<file path="src/rtl/ulpi_link_pkg.sv">
package ulpi_link_pkg;

  typedef enum logic [2:0] {
    ST_IDLE,
    ST_TX,
    ST_CMD,
    ST_REGDATA,
    ST_STOP
  } linkState_t;

  // strobes from the control FSM to the datapath
  typedef struct packed {
    logic loadTx;      // take upstream byte onto the bus
    logic loadCmd;     // put register-write command, latch data
    logic loadRegData; // put latched register data
    logic clearOut;    // return bus byte to idle zero
  } dpStrobe_t;

endpackage

</file>
<file path="src/rtl/ulpi_link_dp.sv">
module ulpi_link_dp
  import ulpi_link_pkg::*;
#(
  parameter int DATA_W = 8,
  parameter int ADDR_W = 6
) (
  input  logic              clk,
  input  logic              rstN,
  input  dpStrobe_t         strobe,
  input  logic [DATA_W-1:0] txData,
  input  logic [ADDR_W-1:0] regAddr,
  input  logic [DATA_W-1:0] regData,
  input  logic              ulpiDir,
  input  logic              ulpiNxt,
  input  logic [DATA_W-1:0] ulpiDataIn,
  output logic              busFree,
  output logic [DATA_W-1:0] outByte,
  output logic [DATA_W-1:0] rxData,
  output logic              rxValid,
  output logic              rxIsData
);

  localparam int PREFIX_W = DATA_W - ADDR_W;
  localparam logic [PREFIX_W-1:0] CMD_WRITE = {1'b1, {(PREFIX_W-1){1'b0}}};

  logic              dirQ;
  logic [DATA_W-1:0] regDataHold;

  // the link may drive only after DIR was low at the previous edge too
  assign busFree = !ulpiDir && !dirQ;

  always_ff @(posedge clk) begin
    if (!rstN) begin
      dirQ        <= 1'b1;  // PHY owns the bus until it first lowers DIR
      outByte     <= '0;
      regDataHold <= '0;
      rxData      <= '0;
      rxValid     <= 1'b0;
      rxIsData    <= 1'b0;
    end else begin
      dirQ <= ulpiDir;
      if (strobe.clearOut)         outByte <= '0;
      else if (strobe.loadTx)      outByte <= txData;
      else if (strobe.loadCmd)     outByte <= {CMD_WRITE, regAddr};
      else if (strobe.loadRegData) outByte <= regDataHold;
      if (strobe.loadCmd) regDataHold <= regData;
      rxValid  <= ulpiDir && dirQ;
      rxIsData <= ulpiDir && dirQ && ulpiNxt;
      if (ulpiDir && dirQ) rxData <= ulpiDataIn;
    end
  end

  AST_RX_ONLY_OWNED: assert property (@(posedge clk) disable iff (!rstN)
    rxValid |-> $past(ulpiDir));

endmodule

</file>
<file path="src/rtl/ulpi_link_fsm.sv">
module ulpi_link_fsm
  import ulpi_link_pkg::*;
(
  input  logic       clk,
  input  logic       rstN,
  input  logic       busFree,
  input  logic       ulpiDir,
  input  logic       ulpiNxt,
  input  logic       txValid,
  input  logic       txLast,
  input  logic       regReq,
  output dpStrobe_t  strobe,
  output logic       txReady,
  output linkState_t state,
  output logic       ulpiStp,
  output logic       xferAbort,
  output logic       regAck
);

  linkState_t stateNext;
  logic       lastQ, lastNext;
  logic       abortSet, ackSet;

  always_comb begin
    stateNext = state;
    strobe    = '0;
    txReady   = 1'b0;
    lastNext  = lastQ;
    abortSet  = 1'b0;
    ackSet    = 1'b0;
    case (state)
      ST_IDLE: begin
        if (busFree) begin
          if (regReq) begin
            strobe.loadCmd = 1'b1;
            stateNext      = ST_CMD;
          end else if (txValid) begin
            strobe.loadTx = 1'b1;
            txReady       = 1'b1;
            lastNext      = txLast;
            stateNext     = ST_TX;
          end
        end
      end
      ST_TX: begin
        if (ulpiDir) begin
          strobe.clearOut = 1'b1;
          abortSet        = 1'b1;
          stateNext       = ST_IDLE;
        end else if (ulpiNxt) begin
          if (lastQ) begin
            strobe.clearOut = 1'b1;
            stateNext       = ST_STOP;
          end else begin
            strobe.loadTx = 1'b1;
            txReady       = 1'b1;
            lastNext      = txLast;
          end
        end
      end
      ST_CMD: begin
        if (ulpiDir) begin
          strobe.clearOut = 1'b1;
          abortSet        = 1'b1;
          stateNext       = ST_IDLE;
        end else if (ulpiNxt) begin
          strobe.loadRegData = 1'b1;
          stateNext          = ST_REGDATA;
        end
      end
      ST_REGDATA: begin
        strobe.clearOut = 1'b1;
        if (ulpiDir) begin
          abortSet  = 1'b1;
          stateNext = ST_IDLE;
        end else begin
          ackSet    = 1'b1;
          stateNext = ST_STOP;
        end
      end
      ST_STOP: stateNext = ST_IDLE;
      default: stateNext = ST_IDLE;
    endcase
  end

  always_ff @(posedge clk) begin
    if (!rstN) begin
      state     <= ST_IDLE;
      lastQ     <= 1'b0;
      xferAbort <= 1'b0;
      regAck    <= 1'b0;
    end else begin
      state     <= stateNext;
      lastQ     <= lastNext;
      xferAbort <= abortSet;
      regAck    <= ackSet;
    end
  end

  assign ulpiStp = (state == ST_STOP);

  AST_STP_SINGLE: assert property (@(posedge clk) disable iff (!rstN)
    ulpiStp |=> !ulpiStp);

  AST_START_HOLDOFF: assert property (@(posedge clk) disable iff (!rstN)
    (state == ST_IDLE && !busFree) |=> state == ST_IDLE);

  AST_ABORT_ON_DIR: assert property (@(posedge clk) disable iff (!rstN)
    ((state == ST_TX || state == ST_CMD || state == ST_REGDATA) && ulpiDir)
    |=> (xferAbort && state == ST_IDLE));

endmodule

</file>
<file path="src/rtl/ulpi_link_ctrl.sv">
module ulpi_link_ctrl
  import ulpi_link_pkg::*;
#(
  parameter int DATA_W = 8,
  parameter int ADDR_W = 6
) (
  input  logic              clk,
  input  logic              rstN,
  input  logic              ulpiDir,
  input  logic              ulpiNxt,
  input  logic [DATA_W-1:0] ulpiDataIn,
  output logic [DATA_W-1:0] ulpiDataOut,
  output logic              ulpiDataOe,
  output logic              ulpiStp,
  input  logic [DATA_W-1:0] txData,
  input  logic              txValid,
  input  logic              txLast,
  output logic              txReady,
  input  logic              regReq,
  input  logic [ADDR_W-1:0] regAddr,
  input  logic [DATA_W-1:0] regData,
  output logic              regAck,
  output logic              xferAbort,
  output logic [DATA_W-1:0] rxData,
  output logic              rxValid,
  output logic              rxIsData
);

  localparam int PREFIX_W = DATA_W - ADDR_W;

  dpStrobe_t  strobe;
  linkState_t state;
  logic       busFree;

  ulpi_link_fsm u_fsm (
    .clk       (clk),
    .rstN      (rstN),
    .busFree   (busFree),
    .ulpiDir   (ulpiDir),
    .ulpiNxt   (ulpiNxt),
    .txValid   (txValid),
    .txLast    (txLast),
    .regReq    (regReq),
    .strobe    (strobe),
    .txReady   (txReady),
    .state     (state),
    .ulpiStp   (ulpiStp),
    .xferAbort (xferAbort),
    .regAck    (regAck)
  );

  ulpi_link_dp #(.DATA_W(DATA_W), .ADDR_W(ADDR_W)) u_dp (
    .clk        (clk),
    .rstN       (rstN),
    .strobe     (strobe),
    .txData     (txData),
    .regAddr    (regAddr),
    .regData    (regData),
    .ulpiDir    (ulpiDir),
    .ulpiNxt    (ulpiNxt),
    .ulpiDataIn (ulpiDataIn),
    .busFree    (busFree),
    .outByte    (ulpiDataOut),
    .rxData     (rxData),
    .rxValid    (rxValid),
    .rxIsData   (rxIsData)
  );

  assign ulpiDataOe = busFree;

  AST_HOLD_ON_STALL: assert property (@(posedge clk) disable iff (!rstN)
    (state == ST_TX && !ulpiDir && !ulpiNxt) |=> $stable(ulpiDataOut));

  AST_CMD_PREFIX: assert property (@(posedge clk) disable iff (!rstN)
    (state == ST_CMD) |-> ulpiDataOut[DATA_W-1:ADDR_W] == {1'b1, {(PREFIX_W-1){1'b0}}});

  AST_STOP_IDLE_BYTE: assert property (@(posedge clk) disable iff (!rstN)
    ulpiStp |-> ulpiDataOut == '0);

  AST_ACK_WITH_STP: assert property (@(posedge clk) disable iff (!rstN)
    regAck |-> ulpiStp);

endmodule

</file>
<file path="config.mk">
export PLATFORM = sky130hd
export DESIGN_NAME = ulpi_link_ctrl
export DESIGN_NICKNAME = d
export VERILOG_FILES = /design/src/rtl/ulpi_link_pkg.sv /design/src/rtl/ulpi_link_dp.sv /design/src/rtl/ulpi_link_fsm.sv /design/src/rtl/ulpi_link_ctrl.sv
export SDC_FILE = /design/constraint.sdc
export NUM_CORES = 1
export LEC_CHECK = 0
export ABC_AREA = 1
export CAP_MARGIN = 20
export CELL_PAD_IN_SITES_DETAIL_PLACEMENT = 1
export CELL_PAD_IN_SITES_GLOBAL_PLACEMENT = 1
export CORE_ASPECT_RATIO = 1.1
export CORE_UTILIZATION = 27
export DETAILED_ROUTE_END_ITERATION = 16
export PLACE_DENSITY = 0.78
export SLEW_MARGIN = 20
export SYNTH_ARGS = -nofsm -noshare
export SYNTH_HDL_FRONTEND = slang
export SYNTH_SLANG_ARGS = --single-unit
</file>
<file path="constraint.sdc">
create_clock -name clk -period 1.44 [get_ports clk]
set_clock_uncertainty 0.1 [all_clocks]
set_input_delay 0.288 -clock clk [delete_from_list [all_inputs] [get_ports clk]]
set_output_delay 0.288 -clock clk [all_outputs]
set_load 0.02 [all_outputs]
</file>
==> results of run 1 <==
## flip-flops by register name (all words and copies together) (netlist names)
register	count
u_dp.outByte	8
u_fsm.lastQ	1
u_dp.rxValid	1
u_fsm.regAck	1
u_fsm.xferAbort	1
u_dp.dirQ	1
u_fsm.state	3
u_dp.rxIsData	1
u_dp.rxData	8
u_dp.regDataHold	8
## cell usage after synthesis (all sizes together)
cell	n	share of area, %
dfxtp	33	41
a211oi	1	1.2
a21oi	16	6.3
nor4	1	0.39
o31ai	1	0.46
nand3	3	1.2
o21ai	13	4.0
nand3b	9	4.2
clkbuf	3	0.69
nor3	5	1.5
buf	3	3.2
nand2	64	17
inv	17	3.9
nor2	52	15
## per-layer routing
metal	part of all wire, %	global-route usage, %	up-vias
met2	55	34.5	46
met3	4.4	4.84	10
met5	0	0	-
met4	2.1	8.04	0
li1	-	-	889
met1	39	19.7	842
## stage by stage
| step | setup TNS (ns) | hold slack [ns] | worst slack [ns] | util, % |
|---|---|---|---|---|
| after floorplan | 0 | 0.310 | 0.0798 | - |
| after global placement | -11.55 | 0.339 | -0.758 | 42.2 |
| after detailed placement | -13.00 | 0.351 | -0.805 | 42.2 |
| after CTS | -1.19 | 0.369 | -0.203 | 47.3 |
| after global routing | -2.21 | 0.296 | -0.270 | 49.2 |
| final | -1.19 | 0.277 | -0.214 | 49.2 |
## report_power, final
part	internal, mW	switching (mW)
logic	0.255	0.265
clock network	0.379	0.339
registers	0.957	0.0226
## kinds of logic after synthesis
kind of cell	after synthesis	share of synthesized area, %
AND/OR/NAND/NOR	134	39.5
flip-flops	33	40.7
AO/OA/AOI/OAI	31	12.0
buffers and inverters	23	7.79
## worst min-delay path, cell delays in order
cell            delay [ns]
dlymetal6s2s_1        0.14
inv_2                 0.07
buf_4                 0.10
nor3_1                0.03
## final cells by class
class | instances | area [sq um]
fill | 702 | 2930
multi-input combinational | 166 | 1020
clock buffer | 7 | 86.3
sequential | 33 | 668
timing repair buffer | 94 | 898
inverter | 17 | 68.8
tap | 77 | 96.3
## repair_timing
action | in CTS | in global routing
pin swaps | 28 | 16
setup endpoints to repair | 43 | 21
buffers inserted | 8 | 5
resized for setup | 76 | 33
cloned | 2 | 0
## cell usage in the layout, fill, tap and decap left out, types with 3 or more instances in the layout
cell             instances
nand2_1                 40
nor2_1                  37
clkdlybuf4s50_1         32
dfxtp_1                 29
buf_4                   23
dlygate4sd2_1           21
nand2_2                 13
o21ai_0                 12
nand2_4                 11
inv_1                   10
nand3b_1                 9
buf_6                    9
nor2_4                   8
a21oi_2                  8
nor2_2                   6
a21oi_1                  6
clkbuf_8                 6
inv_2                    5
nor3_1                   4
buf_12                   4
nand3_2                  3
dfxtp_2                  3
## path summary, 6_finish.rpt
| check | to | slack [ns] |
|---|---|---|
| max reg2reg | u_dp.outByte[2]$_SDFFE_PP0P_ | -0.21 |
| max | u_dp.outByte[2]$_SDFFE_PP0P_ | -0.21 |
| min | u_dp.rxIsData$_SDFF_PN0_ | 0.28 |
| min reg2reg | u_dp.regDataHold[7]$_SDFFE_PN0P_ | 0.36 |
==> impl_metrics.tcl, run 1 <==
set metrics [dict create \
    outcome "finished, violations left" \
    violations "negative setup slack" \
    hold_class "primary input to register" \
    ys_seq_elements 33 \
    core_sq_um 5770 \
    relSlewSlack_pct 79.6 \
    layout_min_cycle_time_ns 1.65 \
    gp_congestion 0.840 \
    whs_path_depth 4 \
    max_stage_delay_ns 0.37 \
    cts_root_buf "clkbuf_8" \
    p_per_area_nw_per_um2 781 \
    synth.distinct_cells 23 \
    drive_gt1_share_pct 35.0 \
    grt_pass1_wl_microns 9220 \
    synth_nets 258 \
    area_delta_synth_final_pct 74.9 \
    dr.pass1.iters 4 \
    setup.worst_path.class "register to register" \
    overflow 0 \
    critPathMaxFanout 7 \
    hold_buffers 0 \
    antenna_found_initial 0 \
    cts_max_level 2 \
    vias 1787 \
    cts_tree "built" \
    cp-startpoint "u_fsm.state[1]$_SDFFE_PN0P_" \
    cts.clk_slew.worst_paths_ns 0.07 \
    worstPathRequired_ns 1.57 \
    ir_drop_mv 0.402 \
    antenna_left 0 \
    viasPerCell 4.54 \
    synth_area_sq_um 1620 \
    routed_wl_microns 5990 \
    critPathBufInv 3 \
    hpwlAfterDp_microns 3720 \
    cts_made_buffers 5 \
    worstPathCellList "nor2_4, nand2_4, buf_6, nor2_8, buf_12, buf_4, nand2_2, a21oi_2, nor2_1, nor2_1" \
    start_util_pct 28.1 \
    r2r_cells 10 \
    path_common_cell "nor2_1" \
    tightest_slew_ns 0.303 \
    setup_violations 13 \
    portBuffers 59 \
    n_antenna_cell 0 \
    p_total_mw 2.22 \
    p_leak_nw 1.30 \
    critical_path.top_delay_family "simple AND/OR/NAND/NOR gates" \
    drtIter0Drc 53 \
    die_y_microns 83.3 \
    rsz0062_at_grt "true" \
    final_cells 394 \
    clk-insertion-delay-late_ns 0.29 \
    synthCells 221 \
    min_from "ulpiNxt" \
    cp-start-kind "register" \
    num_rows 29 \
    cts_sinks 33 \
    slowest_stage "dfxtp_4" \
    timing.fmax_ghz 0.604 \
    cts_buffer_depth 2 \
    end_kind "register" \
    synth_area_per_cell_sq_um 7.34 \
    cp.depth 10 \
    nets 354 \
    finish.instance_area_sq_um 2840 \
    cap_violations 0 \
    grt_usage_pct 18.6 \
    wl_per_cell_microns 15.2 \
    dp_cells 374 \
    r2r-start "u_fsm.state[1]$_SDFFE_PN0P_" \
    grt_pass1_vias 1977 \
    hold_viol_final 0 \
    drv_slew 0 \
    drc_errors 0 \
    arrival_ns 1.78 \
    dieArea_sq_um 6320 \
    grt_max_degree 15 \
    finalCritPeriodShare_pct 115 \
    yosys_warnings 0 \
    die_x_microns 75.9 \
    yosysSeqAreaShare_pct 40.7 \
    layout_setup_ws_ns -0.214 \
    ios 60 \
    dpl-instance-area_sq_um 2430 \
]
Power figures use the tool's default switching activity.
==> run 2, diff against run 1 <==
CORE_MARGIN = 2   (was default)
HOLD_SLACK_MARGIN = 0.02   (was default)
==> impl_metrics.tcl, run 2 (same netlist as run 1, synthesis figures left out) <==
set metrics [dict create \
    grt_pass1_wl_microns 8270 \
    antenna_left 0 \
    cts_buffer_depth 2 \
    area_delta_synth_final_pct 66.5 \
    switching_share_pct 27.5 \
    p_comb_share_pct 22.3 \
    multi_input_area_sq_um 947 \
    grt_usage_pct 15.9 \
    vias 1704 \
    p_switching_mw 0.597 \
    hpwlAfterDp_microns 3910 \
    final-seq-area_sq_um 671 \
    nets 349 \
    drc_errors 0 \
    wl_per_cell_microns 13.6 \
    slowest_stage "dfxtp_4" \
    relSlewSlack_pct 82.0 \
    clk-insertion-delay-late_ns 0.28 \
    routed_wl_microns 5280 \
    setup.worst_path.class "register to output pin" \
    drtIter0Drc 43 \
    cts_made_buffers 5 \
    setup_tns_ns -0.926 \
    worstPathRequired_ns 1.05 \
    num_rows 29 \
    cts_sinks 33 \
    overflow 0 \
    p_per_area_nw_per_um2 803 \
    core_sq_um 5810 \
    final_common_cell "nand2_1" \
    portBuffers 59 \
    cap_violations 0 \
    path_common_cell "nand2_4" \
    timing.fmax_ghz 0.632 \
    end_kind "output pin" \
    critPathBufInv 2 \
    setup_violations 14 \
    violations "negative setup slack" \
    gp_congestion 0.859 \
    max_stage_delay_ns 0.36 \
    hold_viol_final 0 \
    dr.pass1.iters 4 \
    outcome "finished, violations left" \
    clock_power_share_pct 32.7 \
    die_x_microns 77.9 \
    layout_setup_ws_ns -0.141 \
    grt_pass1_vias 1737 \
    nFillCells 723 \
    layout_common_cells "46 x nand2_1, 38 x nor2_1, 32 x clkdlybuf4s50_1, 29 x dfxtp_1, 25 x buf_4" \
    grt_max_degree 15 \
    rsz0062_at_grt "true" \
    tightest_slew_ns 0.268 \
    viasPerCell 4.38 \
    finalCritPeriodShare_pct 110 \
    layout_min_cycle_time_ns 1.58 \
    hold_class "register to register" \
    critical_path.top_delay_family "simple AND/OR/NAND/NOR gates" \
    cts_max_level 2 \
    die_y_microns 85.3 \
    cts_tree "built" \
    n_antenna_cell 0 \
    dieArea_sq_um 6650 \
    largestRegisters "u_dp.outByte x8, u_dp.regDataHold x8, u_dp.rxData x8" \
    antenna_found_initial 0 \
    cp-start-kind "register" \
    cts_root_buf "clkbuf_8" \
    drv_slew 0 \
    p_leak_nw 1.24 \
    ir_drop_mv 0.384 \
    p_total_mw 2.17 \
    hold_buffers 0 \
    drive_gt1_share_pct 30.8 \
    ios 60 \
    power_frac_seq_pct 45.0 \
    worstPathCellList "nor2_4, nand2_4, inv_2, nand2_2, nand2_4, buf_6" \
    start_util_pct 28.0 \
    cts.clk_slew.worst_paths_ns 0.07 \
    internal_power_mw 1.57 \
    arrival_ns 1.19 \
    critPathMaxFanout 4 \
]
run 2: power groups by stage:
stage	registers (mW)	logic (mW)	clock network, mW
4_1_cts	0.980	0.453	0.737
3_3_place_gp	0.999	0.460	0
2_1_floorplan	1.04	0.170	0
3_5_place_dp	1.00	0.471	0
6_report	0.977	0.484	0.709
5_1_grt	0.981	0.528	0.778
run 2: layer usage:
metal  share of wire [%]  GRT usage, %  vias up
met2                  54          28.8       36
met3                 4.3          4.26        8
met1                  40          18.0      783
met5                   0             0        -
li1                    -             -      877
met4                 1.8          5.26        0
run 2: worst paths after layout:
kind	startpoint	to	slack, ns	cells after the start
min reg2reg	u_dp.regDataHold[7]$_SDFFE_PN0P_	u_dp.regDataHold[7]$_SDFFE_PN0P_	0.39	2
max reg2reg	u_fsm.state[1]$_SDFFE_PN0P_	u_dp.outByte[4]$_SDFFE_PP0P_	-0.12	10
max	u_fsm.state[1]$_SDFFE_PN0P_	txReady	-0.14	6
min	u_dp.regDataHold[7]$_SDFFE_PN0P_	u_dp.regDataHold[7]$_SDFFE_PN0P_	0.39	2
run 2: metrics by stage:
stage	cell area [sq um]	util, %	setup slack (ns)	hold slack [ns]	instances
floorplan	1620	-	0.0798	0.310	221
global placement	2450	42.2	-0.756	0.340	376
detailed placement	2450	42.2	-0.847	0.352	376
CTS	2530	43.7	-0.117	0.366	382
global route	2700	46.6	-0.176	0.420	389
finish	2700	46.6	-0.141	0.386	389
run 2: tightest hold or removal path: stages (launching register included):
cell and delay (ns):
dfxtp_1 0.31, inv_1 0.07, a21oi_1 0.07
run 2: area by class of cell:
type	instances	area share, %
clock buffer	6	3.06
sequential	33	24.8
tap	77	3.56
inverter	17	2.36
multi-input combinational	165	35.0
timing repair buffer	90	30.9
clock inverter	1	0.278
run 2: what timing repair did:
action,CTS,global route
gates resized for setup,57,29
pin swaps,13,19
setup buffers,3,7
endpoints found under the setup margin,43,18
==> run 3, diff against run 2 <==
--- a/constraint.sdc
+++ b/constraint.sdc
@@ -3,3 +3,3 @@
 set_input_delay 0.288 -clock clk [delete_from_list [all_inputs] [get_ports clk]]
 set_output_delay 0.288 -clock clk [all_outputs]
-set_load 0.02 [all_outputs]
+set_load 0.1 [all_outputs]
==> impl_metrics.tcl, run 3 (same netlist as run 1, synthesis figures left out) <==
set metrics [dict create \
    critPathMaxFanout 5 \
    cts_root_buf "clkbuf_8" \
    internal_power_mw 1.73 \
    layout_common_cells "45 x nand2_1, 40 x nor2_1, 35 x buf_4, 32 x clkdlybuf4s50_1, 29 x dfxtp_1" \
    p_leak_nw 1.29 \
    cts.clk_slew.worst_paths_ns 0.07 \
    drv_slew 0 \
    cts_sinks 33 \
    switching_share_pct 34.2 \
    timing.fmax_ghz 0.560 \
    power_frac_seq_pct 38.0 \
    p_per_area_nw_per_um2 862 \
    die_y_microns 85.3 \
    n_antenna_cell 0 \
    violations "negative setup slack" \
    ir_drop_mv 0.631 \
    grt_usage_pct 18.5 \
    hpwlAfterDp_microns 4140 \
    portBuffers 59 \
    relSlewSlack_pct 71.5 \
    arrival_ns 1.40 \
    clock_power_share_pct 30.0 \
    cts_tree "built" \
    worstPathCellList "dlygate4sd2_1, inv_1, nor3_2, nand2_2, nand2_4, buf_12" \
    slowest_stage "dlygate4sd2_1" \
    routed_wl_microns 6820 \
    area_delta_synth_final_pct 88.0 \
    viasPerCell 4.74 \
    critical_path.top_delay_family "buffers and inverters" \
    ios 60 \
    dp_slack_ns -0.522 \
    largestRegisters "u_dp.outByte x8, u_dp.regDataHold x8, u_dp.rxData x8" \
    hold_viol_final 0 \
    wl_per_cell_microns 17.0 \
    gp_congestion 0.850 \
    dieArea_sq_um 6650 \
    overflow 0 \
    layout_min_cycle_time_ns 1.79 \
    cts_made_buffers 5 \
    cts_buffer_depth 2 \
    cap_violations 0 \
    dr.pass1.iters 4 \
    cp-start-kind "primary input" \
    finalCritPeriodShare_pct 124 \
    setup.worst_path.class "primary input to output pin" \
    rsz0062_at_grt "true" \
    layout_setup_ws_ns -0.347 \
    max_stage_delay_ns 0.32 \
    critPathBufInv 3 \
    grt_pass1_wl_microns 9450 \
    setup_violations 19 \
    grt_pass1_vias 1992 \
    core_sq_um 5810 \
    worstPathRequired_ns 1.05 \
    nets 360 \
    cts_max_level 2 \
    clk-insertion-delay-late_ns 0.29 \
    num_rows 29 \
    utilization_pct 52.6 \
    grt_max_degree 15 \
    p_switching_mw 0.899 \
    vias 1900 \
    hold_class "primary input to register" \
    drc_errors 0 \
    outcome "finished, violations left" \
    tightest_slew_ns 0.427 \
    end_kind "output pin" \
    antenna_left 0 \
    drive_gt1_share_pct 39.5 \
    die_x_microns 77.9 \
    drtIter0Drc 49 \
    antenna_found_initial 0 \
    start_util_pct 28.0 \
    final_common_cell "nand2_1" \
    p_comb_share_pct 32.1 \
]
run 3: what timing repair did:
action | in CTS | in global routing
resized for setup | 21 | 19
buffers inserted | 6 | 7
pin swaps | 6 | 8
cloned | 1 | 1
endpoints found under the setup margin | 21 | 21
hold buffers | 0 | 0
run 3: final cells by class:
class	instances	area, sq um
inverter	17	68.8
clock inverter	1	5.00
clock buffer	7	96.3
fill	682	2750
timing repair buffer	99	1140
multi-input combinational	167	972
tap	77	96.3
sequential	33	673
run 3: through the flow:
stage | power, mW | hold slack, ns | area, sq um | setup TNS [ns] | std cells
after floorplan | 1.44 | 0.310 | 1660 | -4.32 | 221
after global placement | 1.79 | 0.340 | 2750 | -9.37 | 380
after detailed placement | 1.81 | 0.359 | 2750 | -11.32 | 380
after CTS | 2.61 | 0.351 | 2950 | -1.40 | 395
after global routing | 2.73 | 0.371 | 3050 | -3.93 | 401
final | 2.63 | 0.354 | 3050 | -2.86 | 401
run 3: worst reg2reg max path, stage by stage, from the launching register on:
cell and delay (ns):
dfxtp_1 0.35, nor3_2 0.32, nand2_2 0.13, nand2_4 0.10
buf_4 0.13, buf_4 0.16, nand2_1 0.06, nand2_1 0.09
nor2_2 0.05, nor2_1 0.15
run 3: power groups by stage:
stage,clock network (mW),registers (mW),logic [mW]
floorplan,0,1.25,0.186
global placement,0,1.02,0.769
detailed placement,0,1.02,0.786
CTS,0.801,1.00,0.811
global route,0.842,1.00,0.880
finish,0.788,0.999,0.844
run 3: per-layer routing:
metal  global-route usage [%]  part of all wire, %  up-vias
met4                     8.45                  2.6        0
met5                        0                    0        -
met3                     5.43                  5.5       21
li1                         -                    -      908
met1                     18.8                   39      902
met2                     34.4                   53       69
run 3: worst paths after layout:
check	from	slack [ns]	end	cells after the start
worst max register to register	u_fsm.lastQ$_SDFFE_PN0P_	-0.28	u_dp.outByte[3]$_SDFFE_PP0P_	9
worst min register to register	u_fsm.state[2]$_SDFFE_PN0P_	0.36	u_fsm.xferAbort$_SDFF_PN0_	1
worst min-delay path	ulpiDir	0.35	u_dp.dirQ$_SDFF_PN1_	4
worst max-delay path	ulpiNxt	-0.35	txReady	6
